**src/rtl/cond_exec_pkg.sv**
```systemverilog
package cond_exec_pkg;
  localparam int unsigned FLAG_W = 4;
  localparam int unsigned COND_W = 4;

  typedef enum logic [COND_W-1:0] {
    CND_EQ = 4'b0000, CND_NE = 4'b0001,
    CND_CS = 4'b0010, CND_CC = 4'b0011,
    CND_MI = 4'b0100, CND_PL = 4'b0101,
    CND_VS = 4'b0110, CND_VC = 4'b0111,
    CND_HI = 4'b1000, CND_LS = 4'b1001,
    CND_GE = 4'b1010, CND_LT = 4'b1011,
    CND_GT = 4'b1100, CND_LE = 4'b1101,
    CND_AL = 4'b1110, CND_NV = 4'b1111
  } cond_e;

  typedef struct packed {
    logic n;
    logic z;
    logic c;
    logic v;
  } flags_t;
endpackage

```
**src/rtl/cond_eval.sv**
```systemverilog
module cond_eval
  import cond_exec_pkg::*;
(
  input  logic [COND_W-1:0] cond,
  input  logic [FLAG_W-1:0] flags,
  output logic              pass
);
  flags_t f;
  logic   base;
  logic   n_eq_v;

  assign f      = flags_t'(flags);
  assign n_eq_v = (f.n == f.v);

  // Codes come in pairs: the upper three bits pick a predicate,
  // the lowest bit inverts it. The last pair is always/never.
  always_comb begin
    unique case (cond[COND_W-1:1])
      3'd0:    base = f.z;
      3'd1:    base = f.c;
      3'd2:    base = f.n;
      3'd3:    base = f.v;
      3'd4:    base = f.c & ~f.z;
      3'd5:    base = n_eq_v;
      3'd6:    base = ~f.z & n_eq_v;
      default: base = 1'b1;
    endcase
  end

  assign pass = base ^ cond[0];
endmodule

```
**src/rtl/flag_reg.sv**
```systemverilog
module flag_reg #(
  parameter int unsigned        W       = 4,
  parameter logic [W-1:0]       RST_VAL = '0
) (
  input  logic         clk,
  input  logic         rst_n,
  input  logic         load,
  input  logic [W-1:0] d,
  output logic [W-1:0] q
);
  logic [W-1:0] q_next;

  always_comb begin
    q_next = q;
    if (load) q_next = d;
  end

  always_ff @(posedge clk or negedge rst_n) begin
    if (!rst_n) q <= RST_VAL;
    else        q <= q_next;
  end
endmodule

```
**src/rtl/cond_exec_unit.sv**
```systemverilog
module cond_exec_unit
  import cond_exec_pkg::*;
(
  input  logic              clk,
  input  logic              rst_n,
  input  logic              op_valid,
  input  logic [COND_W-1:0] op_cond,
  input  logic              op_setflags,
  input  logic [FLAG_W-1:0] new_flags,
  output logic              exec_en,
  output logic              cond_pass,
  output logic [FLAG_W-1:0] flags_q
);
  logic flag_we;

  cond_eval u_eval (
    .cond  (op_cond),
    .flags (flags_q),
    .pass  (cond_pass)
  );

  assign exec_en = op_valid & cond_pass;
  assign flag_we = exec_en & op_setflags;

  flag_reg #(.W(FLAG_W), .RST_VAL('0)) u_flags (
    .clk   (clk),
    .rst_n (rst_n),
    .load  (flag_we),
    .d     (new_flags),
    .q     (flags_q)
  );

  p_nv_blocks_r7: assert property (@(posedge clk) disable iff (!rst_n)
    (op_cond == CND_NV) |-> !exec_en);

  p_al_passes_r7: assert property (@(posedge clk) disable iff (!rst_n)
    (op_cond == CND_AL) |-> cond_pass);

  p_idle_quiet_r8: assert property (@(posedge clk) disable iff (!rst_n)
    !op_valid |-> !exec_en);

  p_flag_load_r9: assert property (@(posedge clk) disable iff (!rst_n)
    (exec_en && op_setflags) |=> (flags_q == $past(new_flags)));

  p_flag_hold_r9: assert property (@(posedge clk) disable iff (!rst_n)
    !(exec_en && op_setflags) |=> $stable(flags_q));
endmodule

```
**config.mk**
```make
export PLATFORM = sky130hd
export DESIGN_NAME = cond_exec_unit
export DESIGN_NICKNAME = d
export VERILOG_FILES = /design/src/rtl/cond_exec_pkg.sv /design/src/rtl/cond_eval.sv /design/src/rtl/flag_reg.sv /design/src/rtl/cond_exec_unit.sv
export SDC_FILE = /design/constraint.sdc
export NUM_CORES = 1
export LEC_CHECK = 0
export ABC_AREA = 1
export BUFFER_PORTS_ARGS = -buffer_cell sky130_fd_sc_hd__buf_2
export CAP_MARGIN = 20
export CORE_AREA = 2 2 39 41
export DETAILED_ROUTE_END_ITERATION = 8
export DIE_AREA = 0 0 41 43
export PLACE_DENSITY_LB_ADDON = 0.1
export SLEW_MARGIN = 5
export SYNTH_ARGS = -nofsm -noshare
export SYNTH_HDL_FRONTEND = slang
export SYNTH_SLANG_ARGS = --single-unit
```
**constraint.sdc**
```tcl
create_clock -name clk -period 1.1 [get_ports clk]
set_input_delay 0.22 -clock clk [delete_from_list [all_inputs] [get_ports clk]]
set_output_delay 0.22 -clock clk [all_outputs]
set_load 0.1 [all_outputs]
```
======== Yosys cells after proc, flatten, opt, wreduce, memory -nomap -nowiden ========
Index checks and enable logic that the tools add are counted.
operators by class
  reductions and logical operators ........ 1
  eq/ne operators ......................... 7
  bitwise gates (word level) .............. 6
  mux-type cells .......................... 1
operator list
  cell                                                 count
  equality test 3 bit, second input constant           3
  one-hot mux 1 bit (7 select lines)                   1
  equality test 3 x 2 -> 1 bit, second input constant  2
  AND 1 bit                                            4
  equality test 3 x 1 -> 1 bit, second input constant  1
  zero test 3 bit                                      1
  equality test 1 bit                                  1
  inverter 1 bit                                       1
  XOR 1 bit                                            1
storage, ports and cells
  output and inout bits ................... 6
  flip-flop bits (word level) ............. 4
  word-level logic and storage cells ...... 16

======== Logic depth before layout (Yosys ltp) ========
Gate-level depths: netlist (run 1).
  word-level depth ........................ 6
  gate-level depth with buffers ........... 11

======== Modules after synthesis ========
A second synthesis (run 1) with hierarchy kept.
second synthesis, totals
  cell total of the unflattened synthesis .. 51
  area total of the unflattened synthesis .. 292.8 µm²
by module, submodules not included
  module          instances  area each (µm²)  sequential area each (µm²)  cells an instance
  flag_reg        1          148.9            100.1                       17
  cond_eval       1          126.4            0.0                         30
  cond_exec_unit  1          17.5             0.0                         4

======== Least setup slack after synthesis (run 1) ========
Ideal clock, no wire load.
  path type ............................... register to output
  start point ............................. reg u_flags.q[0]
  end point ............................... out exec_en
  cell stages (with the launch flop) ...... 9
  required time ........................... 0.880 ns
  slack ................................... -2.783 ns
  data arrival time ....................... 3.663 ns
  path through ............................ dfrtp_1 > inv_1 > nand2_1 > nand2_1 > nand3_1 > nand2_1 > nand2_2 > nand3_1 > a21boi_0
on the way
  longest elaborated chain between the ends .. 5
ends and longest elaborated chain
  element                               RTL line              text
  from (decl)                           flag_reg.sv:9         output logic [W-1:0] q
  from (signal assigned)                flag_reg.sv:20        else q <= q_next;
  equality test 1 bit                   cond_eval.sv:13       assign n_eq_v = (f.n == f.v);
  AND 1 bit                             cond_eval.sv:25       3'd6: base = ~f.z & n_eq_v;
  one-hot mux 1 bit (7 select lines) *  cond_eval.sv:18       unique case (cond[COND_W-1:1])
  XOR 1 bit *                           cond_eval.sv:30       assign pass = base ^ cond[0];
  AND 1 bit *                           cond_exec_unit.sv:22  assign exec_en = op_valid & cond_pass;
  to (decl)                             cond_exec_unit.sv:10  output logic exec_en,
Mark *: on every way between the ends. The rest lies on a longest branch, timed or not.

======== Worst setup path in the final report (run 1) ========
  start point ............................. reg u_flags.q[3]
  end point ............................... out exec_en
The elaborated chain is that of the path after synthesis.

==> flow_summary.json, run 1 <==
{
  "arrival_ps": 1590,
  "antenna_cells": 0,
  "total_power_mw": 1.66,
  "hp-class": "in -> reg",
  "failed_checks": "setup timing",
  "yosys.area_share.simple": 0.570,
  "cp_max_fo": 4,
  "synthXorXnorAreaFrac": 0,
  "fmax_mhz": 553,
  "final_layout_size_suffix_gt1_frac": 0.630,
  "wl_microns": 948,
  "row_count": 14,
  "syn_nets": 60,
  "gr-total-overflow": 0,
  "die_h_microns": 43,
  "grt_pass1_wl_microns": 1570,
  "largest_reg_flops": 4,
  "cts_tree": "done",
  "crit_required_ps": 880,
  "setup_slack_ps": -707,
  "cts_root_buffer": "clkbuf_4",
  "synthAdderAreaFrac": 0,
  "power_leakage_nw": 0.370,
  "clk_pin_slew_ps": 40,
  "crit_path_frequent_cell": "nand2_1",
  "utilization": 0.518,
  "vias": 441,
  "timing.setup.tns_ps": -3990,
  "power_density_mw_per_mm2": 2310,
  "whs_ps": 242,
  "final_max_slew_viol_count": 0,
  "synth-compound-area-share": 0.0398,
  "die_x_microns": 41,
  "fillerInstances": 142,
  "hpwl_microns": 706,
  "io_pins": 18,
  "maxSlewHeadroom": 0.849,
  "top_register": "u_flags.q",
  "grt.total_usage": 0.134,
  "crit_path_start_kind": "register",
  "critical_path.slowest_cell": "dfrtp_4",
  "fin_skew_ps": 2.60,
  "status": "finished with violations",
  "place_congestion": 0.680,
  "critPathMaxStageDelay_ps": 480,
  "viasPerCell": 4.55,
  "worst-setup-path-type": "reg -> out",
  "syn2layout_area_growth_pct": 128,
  "rsz0062_at_grt": "yes",
  "die_area_sq_mm": 0.00176,
  "start_util": 0.227,
  "synth_area_per_cell_sq_um": 6.54,
  "post-route-min-period_ps": 1810,
  "register_area_sq_um": 115,
  "drt-initial-drc-count": 1,
  "drt_pass1_iterations": 2,
  "ys_seq_area_frac": 0.319,
  "ys_ff_latch": 4,
  "biggestRegsByFlops": "u_flags.q: 4 flops",
  "muxShareOfSynthArea": 0,
  "wl_met2_microns": 522,
  "hold_viol": 0,
  "coreArea_sq_mm": 0.00138,
  "cts_made_buffers": 3,
  "ir_drop_mv": 1.09,
  "clock_latency_ps": 230,
  "cp_num_buf_inv": 2,
  "synth_top_family_by_area": "simple AND/OR/NAND/NOR gates",
  "max_slew.worst_pin.slew_ps": 225,
  "wl_met3_microns": 46,
  "dr.max_layer_used": "met4",
  "cap_violations": 0,
  "setup.worst_path.end_class": "primary output",
  "ys_types": 13,
  "synth_area_sq_um": 314,
  "setup_viol": 10,
  "wl_met1_microns": 370,
  "wl_per_cell_microns": 9.77,
  "grt_antenna_before_repair": 0,
  "nets": 95,
  "crit_chain": "nand2_1, nand2_1, nand3_1, nand2_1, nand2_2, buf_4, nand3_4, a21boi_4, buf_12",
  "syn_inst": 48,
  "multi_input_area_sq_um": 246,
  "first_global_vias": 417,
  "htreeDepth": 1,
  "post-route-period-util": 1.64,
  "grt_start_max_net_pins": 7,
  "remaining_drc_errors": 0,
  "ant_nets": 0,
  "clock_path_buffers": 2,
  "critical-path-top-delay-family": "flip-flops",
  "ys_warn_count": 0,
  "port_buffers": 17,
  "clock_sinks": 4
}
## report_power, final
group          switching [mW]  internal [mW]  total (mW)
logic                   0.704          0.490        1.19
clock network          0.0551          0.122       0.177
registers              0.0617          0.223       0.285
## metal layers
metal / vias to the layer above / global-route usage
met4: 0 / 0.100
met2: 13 / 0.209
met5: - / 0
met3: 2 / 0.0314
li1: 230 / -
met1: 196 / 0.146
## final timing paths
| path | start | end | slack, ps | depth (start not counted) |
|---|---|---|---|---|
| worst min register to register | u_flags.q[1] | u_flags.q[1] | 570 | 2 |
| worst max register to register | u_flags.q[2] | u_flags.q[3] | -510 | 10 |
| worst min-delay path | new_flags[2] | u_flags.q[2] | 240 | 3 |
| max in group asynchronous | rst_n | u_flags.q[0] | 630 | 2 |
| min in group asynchronous | rst_n | u_flags.q[1] | 330 | 2 |
| worst max-delay path | u_flags.q[3] | exec_en | -710 | 9 |
## cells in the mapped netlist
master / count / area (sq um)
a21boi_0: 1 / 7.51
dfrtp_1: 4 / 100
inv_1: 5 / 18.8
inv_2: 1 / 3.75
nand2_1: 18 / 67.6
nand2_2: 3 / 18.8
nand3_1: 5 / 25.0
nand4_1: 5 / 31.3
nand4_2: 1 / 12.5
nor2_1: 2 / 7.51
nor2_2: 1 / 6.26
nor3_2: 1 / 10.0
o21ai_0: 1 / 5.00
## through the flow
step	setup slack [ps]	instances	instance area (sq um)
final	-707	97	717
after global routing	-781	97	717
after CTS	-726	96	673
after detailed placement	-499	88	596
after global placement	-478	88	596
after floorplan	-842	48	348
## tightest hold or removal path, stage by stage
cell and delay, ps:
buf_2 100, nand4_1 70, nand2_1 50
## layout make-up
type,count,area share
clock buffer,3,0.0314
timing repair buffer,30,0.405
multi-input combinational,38,0.344
sequential,4,0.161
inverter,6,0.0314
tap,16,0.0279
## layout by cell type (no fill, tap or decap), types with 2 or more instances in the layout
cell type	n
nand2_1	16
buf_4	8
buf_2	11
buf_12	6
nand4_1	5
buf_6	4
nand3_1	3
inv_1	4
nand2_2	4
inv_2	2
dfrtp_4	4
nor2_4	2
clkbuf_4	3
## kinds of logic after synthesis
logic type | count (synthesis)
AO/OA/AOI/OAI | 2
buffers and inverters | 6
flip-flops | 4
AND/OR/NAND/NOR | 36
## repair_timing
item	4_1_cts	5_1_grt
hold endpoints to repair	4	0
hold buffers	1	0
setup endpoints to repair	10	10
gates resized for setup	4	9
setup buffers	4	2
pin swaps	4	3
No activity file was read; power rests on OpenSTA's default activity.
==> run 2, diff against run 1 <==
- clock period: 1.1 -> 2.2 ns (I/O delays scaled with it)
==> flow_summary.json, run 2 (synthesis results as in run 1) <==
{
  "hp-class": "in -> async",
  "critical_path.slowest_cell": "dfrtp_4",
  "status": "finished clean",
  "die_h_microns": 43,
  "first_global_vias": 351,
  "die_area_sq_mm": 0.00176,
  "cap_violations": 0,
  "port_buffers": 17,
  "critical-path-top-delay-family": "simple AND/OR/NAND/NOR gates",
  "critPathMaxStageDelay_ps": 470,
  "r2r.worst_path.cells": 10,
  "final_cells": 84,
  "row_count": 14,
  "crit_required_ps": 1760,
  "setup_viol": 0,
  "setup_slack_ps": 156,
  "clock_latency_ps": 230,
  "syn2layout_area_growth_pct": 60.2,
  "final_max_slew_viol_count": 0,
  "setup.worst_path.end_class": "primary output",
  "die_x_microns": 41,
  "top_register": "u_flags.q",
  "clock_path_buffers": 2,
  "coreArea_sq_mm": 0.00138,
  "nets": 82,
  "post-route-min-period_ps": 2040,
  "worstSetupStartpoint": "u_flags.q[0]",
  "cts_tree": "done",
  "dp.cells": 81,
  "crit_path_start_kind": "register",
  "hold_viol": 0,
  "biggestRegsByFlops": "u_flags.q: 4 flops",
  "hpwl_microns": 650,
  "post-place-ws_ps": 267,
  "layout_commonest_cell": "nand2_1",
  "ir_drop_mv": 0.402,
  "fin_skew_ps": 0.995,
  "reg2reg_from": "u_flags.q[0]",
  "cp_max_fo": 5,
  "grt_antenna_before_repair": 0,
  "layout_common_cells": "18 x nand2_1, 15 x buf_2, 5 x inv_1, 5 x nand4_1, 4 x nand3_1",
  "drt-initial-drc-count": 7,
  "drt_pass1_iterations": 2,
  "cts_root_buffer": "clkbuf_4",
  "cp_num_buf_inv": 2,
  "crit_chain": "inv_1, nand2_1, nand3_1, nand2_1, nor2_2, nand2_1, nand2_2, nand2_2, buf_12",
  "crit_path_frequent_cell": "nand2_1",
  "utilization": 0.363,
  "grt_pass1_wl_microns": 1360,
  "timing.setup.tns_ps": 0,
  "io_pins": 18,
  "htreeDepth": 1,
  "antenna_cells": 0,
  "reg2reg_slack_ps": 740,
  "post-route-period-util": 0.929,
  "remaining_drc_errors": 0,
  "cts_made_buffers": 3,
  "wl_microns": 750,
  "vias": 381,
  "fmax_mhz": 489,
  "power_density_mw_per_mm2": 1230,
  "clock_sinks": 4,
  "grt.total_usage": 0.113,
  "start_util": 0.227,
  "maxSlewHeadroom": 0.680,
  "ant_nets": 0,
  "worst_r2r_endpoint": "u_flags.q[0]",
  "gr-total-overflow": 0,
  "place_congestion": 0.570,
  "final_layout_size_suffix_gt1_frac": 0.500,
  "holdBufCountCts": 0,
  "largest_reg_flops": 4,
  "worst-setup-path-type": "reg -> out",
  "power_leakage_nw": 0.277,
  "max_slew.worst_pin.slew_ps": 484,
  "clk_pin_slew_ps": 40,
  "wl_per_cell_microns": 8.93,
  "viasPerCell": 4.54,
  "whs_ps": 7.61,
  "grt_start_max_net_pins": 7,
  "rsz0062_at_grt": "no",
  "arrival_ps": 1600
}
## run 2: layer usage
layer	wire, microns	GRT usage
met3	56	0.0157
met4	0	0.0600
met2	357	0.169
met5	0	0
met1	336	0.151
## run 2: what timing repair did
action                     CTS  global route
setup endpoints to repair    0             1
gates resized for setup      0             1
setup buffers                0             0
## run 2: power by group
| group | switching (mW) | total [mW] | internal, mW |
|---|---|---|---|
| registers | 0.0257 | 0.135 | 0.109 |
| clock network | 0.0276 | 0.0885 | 0.0609 |
| logic | 0.308 | 0.397 | 0.0890 |
## run 2: cell type report
type / instances / area [sq um]
Fill cell: 156 / 881
Sequential cell: 4 / 113
Tap cell: 16 / 20.0
Inverter: 6 / 22.5
Clock buffer: 3 / 22.5
Multi-Input combinational cell: 38 / 210
Timing Repair Buffer: 17 / 115
## run 2: through the flow
step	total power, mW	area, sq um
floorplan	0.444	345
global placement	0.538	480
detailed placement	0.536	480
CTS	0.630	503
global route	0.658	503
finish	0.621	503
## run 2: worst max path at each step
stage,endpoint,slack [ps],cells after the start
6_report,cond_pass,160,9
5_1_grt,cond_pass,10,9
4_1_cts,exec_en,110,8
3_5_place_dp,exec_en,270,9
3_3_place_gp,cond_pass,240,10
2_1_floorplan,exec_en,10,7
==> run 3, diff against run 2 <==
- ABC_AREA: 1 -> 0
==> flow_summary.json, run 3 <==
{
  "place_congestion": 0.604,
  "crit_required_ps": 1760,
  "maxSlewHeadroom": 0.679,
  "row_count": 14,
  "biggestRegsByFlops": "u_flags.q: 4 flops",
  "grt_antenna_before_repair": 0,
  "syn_nets": 37,
  "register_area_sq_um": 115,
  "largest_reg_flops": 4,
  "vias": 313,
  "fillerInstances": 142,
  "syn2layout_area_growth_pct": 80.1,
  "worst-setup-path-type": "reg -> out",
  "synth_area_per_cell_sq_um": 12.3,
  "remaining_drc_errors": 0,
  "max_slew.worst_pin.slew_ps": 485,
  "port_buffers": 17,
  "wl_met2_microns": 380,
  "fin_skew_ps": 2.53,
  "ys_ff_latch": 4,
  "synth_top_flop_cell": "dfrtp_1",
  "final_max_slew_viol_count": 0,
  "coreArea_sq_mm": 0.00138,
  "die_h_microns": 43,
  "setup.worst_path.end_class": "primary output",
  "layout_commonest_cell": "buf_2",
  "wl_met3_microns": 92,
  "whs_ps": 429,
  "grt_start_max_net_pins": 7,
  "netlist_top_cells_area": "dfrtp_1 33%, mux2_4 20%, mux2i_4 7.3%",
  "hpwl_microns": 605,
  "crit_path_start_kind": "register",
  "setup_slack_ps": -143,
  "hold_viol": 0,
  "die_area_sq_mm": 0.00176,
  "synth_area_sq_um": 308,
  "first_global_vias": 293,
  "grt_pass1_wl_microns": 1280,
  "async_flop_share": 1.00,
  "ys_warn_count": 0,
  "ys_types": 15,
  "drt_pass1_iterations": 4,
  "cts_made_buffers": 3,
  "worstSetupStartpoint": "u_flags.q[0]",
  "fmax_mhz": 427,
  "clk_pin_slew_ps": 40,
  "htreeDepth": 1,
  "cap_violations": 0,
  "synth_top_area_share": 0.325,
  "start_util": 0.222,
  "viasPerCell": 4.74,
  "clock_sinks": 4,
  "gr-total-overflow": 0,
  "wl_per_cell_microns": 11.5,
  "cts_root_buffer": "clkbuf_4",
  "synth_commonest_cells": "4 x dfrtp_1, 4 x mux2_4, 3 x nand3b_1",
  "clock_latency_ps": 240,
  "syn_inst": 25,
  "dr.max_layer_used": "met3",
  "layout_common_cells": "15 x buf_2, 4 x mux2_4, 4 x buf_4, 4 x dfrtp_4",
  "r2r.worst_path.cells": 6,
  "wl_met1_microns": 287,
  "antenna_cells": 0,
  "multi_input_area_sq_um": 238,
  "top_register": "u_flags.q",
  "hp-class": "in -> reg",
  "arrival_ps": 1900,
  "worst_r2r_endpoint": "u_flags.q[3]",
  "io_pins": 18,
  "grt.total_usage": 0.113,
  "reg2reg_slack_ps": 100,
  "synth_edf_count": 0,
  "post-route-period-util": 1.07,
  "drt-initial-drc-count": 5,
  "yosysTopAreaCell": "dfrtp_1",
  "failed_checks": "setup timing",
  "reg2reg_from": "u_flags.q[0]",
  "ys_seq_area_frac": 0.325,
  "die_x_microns": 41,
  "status": "finished with violations",
  "rsz0062_at_grt": "yes",
  "endpoint": "exec_en",
  "clock_path_buffers": 2,
  "cp_max_fo": 3,
  "wl_microns": 760,
  "setup_viol": 2,
  "ant_nets": 0,
  "final_cells": 66,
  "cts_tree": "done",
  "timing.setup.tns_ps": -257,
  "nets": 64,
  "dp.cells": 60,
  "final_layout_size_suffix_gt1_frac": 0.760,
  "post-route-min-period_ps": 2340
}
run 3: changes by cell type in the layout (fill, tap and decap cells not counted), sizes merged, moves of 4 or more:
cell   previous run  this run
buf              17        21
inv               6         1
mux2              0         4
nand2            21         0
nand4             6         0
run 3: cells by family after synthesis:
group,Yosys count,synth area share
AO/OA/AOI/OAI,4,0.106
XOR/XNOR,2,0.0569
buffers and inverters,1,0.0122
flip-flops,4,0.325
multiplexers,5,0.268
AND/OR/NAND/NOR,9,0.232
run 3: final cells by class:
class | instances | area share
clock buffer | 3 | 0.0406
sequential | 4 | 0.208
multi-input combinational | 20 | 0.429
timing repair buffer | 22 | 0.280
inverter | 1 | 0.00677
tap | 16 | 0.0361
run 3: layer usage:
layer  up-vias  track usage
li1        147            -
met1       144        0.134
met2        22        0.156
met3         0       0.0785
met4         0       0.0400
met5         -            0
run 3: stage by stage:
stage,setup WS [ps],util,cell area (sq um)
6_report,-143,0.401,554
5_1_grt,-229,0.401,554
4_1_cts,-197,0.401,554
3_5_place_dp,-17.7,0.366,507
3_3_place_gp,7.01,0.366,507
2_1_floorplan,-516,-,357
run 3: critical path: stages (launching register included):
cell      delay (ps)
dfrtp_4          490
o211a_1          210
a31o_1           170
and4bb_4         330
xnor2_4          120
and2_4           160
buf_12           160
run 3: timing repair:
item / 4_1_cts / 5_1_grt
hold endpoints to repair: 4 / 0
setup buffers: 2 / 0
pin swaps: 3 / 1
hold buffers: 1 / 0
resized for setup: 0 / 0
endpoints found under the setup margin: 2 / 6
run 3: worst min path at each step:
stage,startpoint,to,slack (ps),depth (start not counted)
after floorplan,rst_n,u_flags.q[0],140,0
after global placement,rst_n,u_flags.q[1],240,1
after detailed placement,rst_n,u_flags.q[1],250,1
after CTS,new_flags[1],u_flags.q[1],420,2
after global routing,new_flags[1],u_flags.q[1],420,2
final,new_flags[1],u_flags.q[1],430,2
Power of run 3 is not shown: default switching activity piles up to over one toggle a cycle in this logic, so the estimate is an artifact.
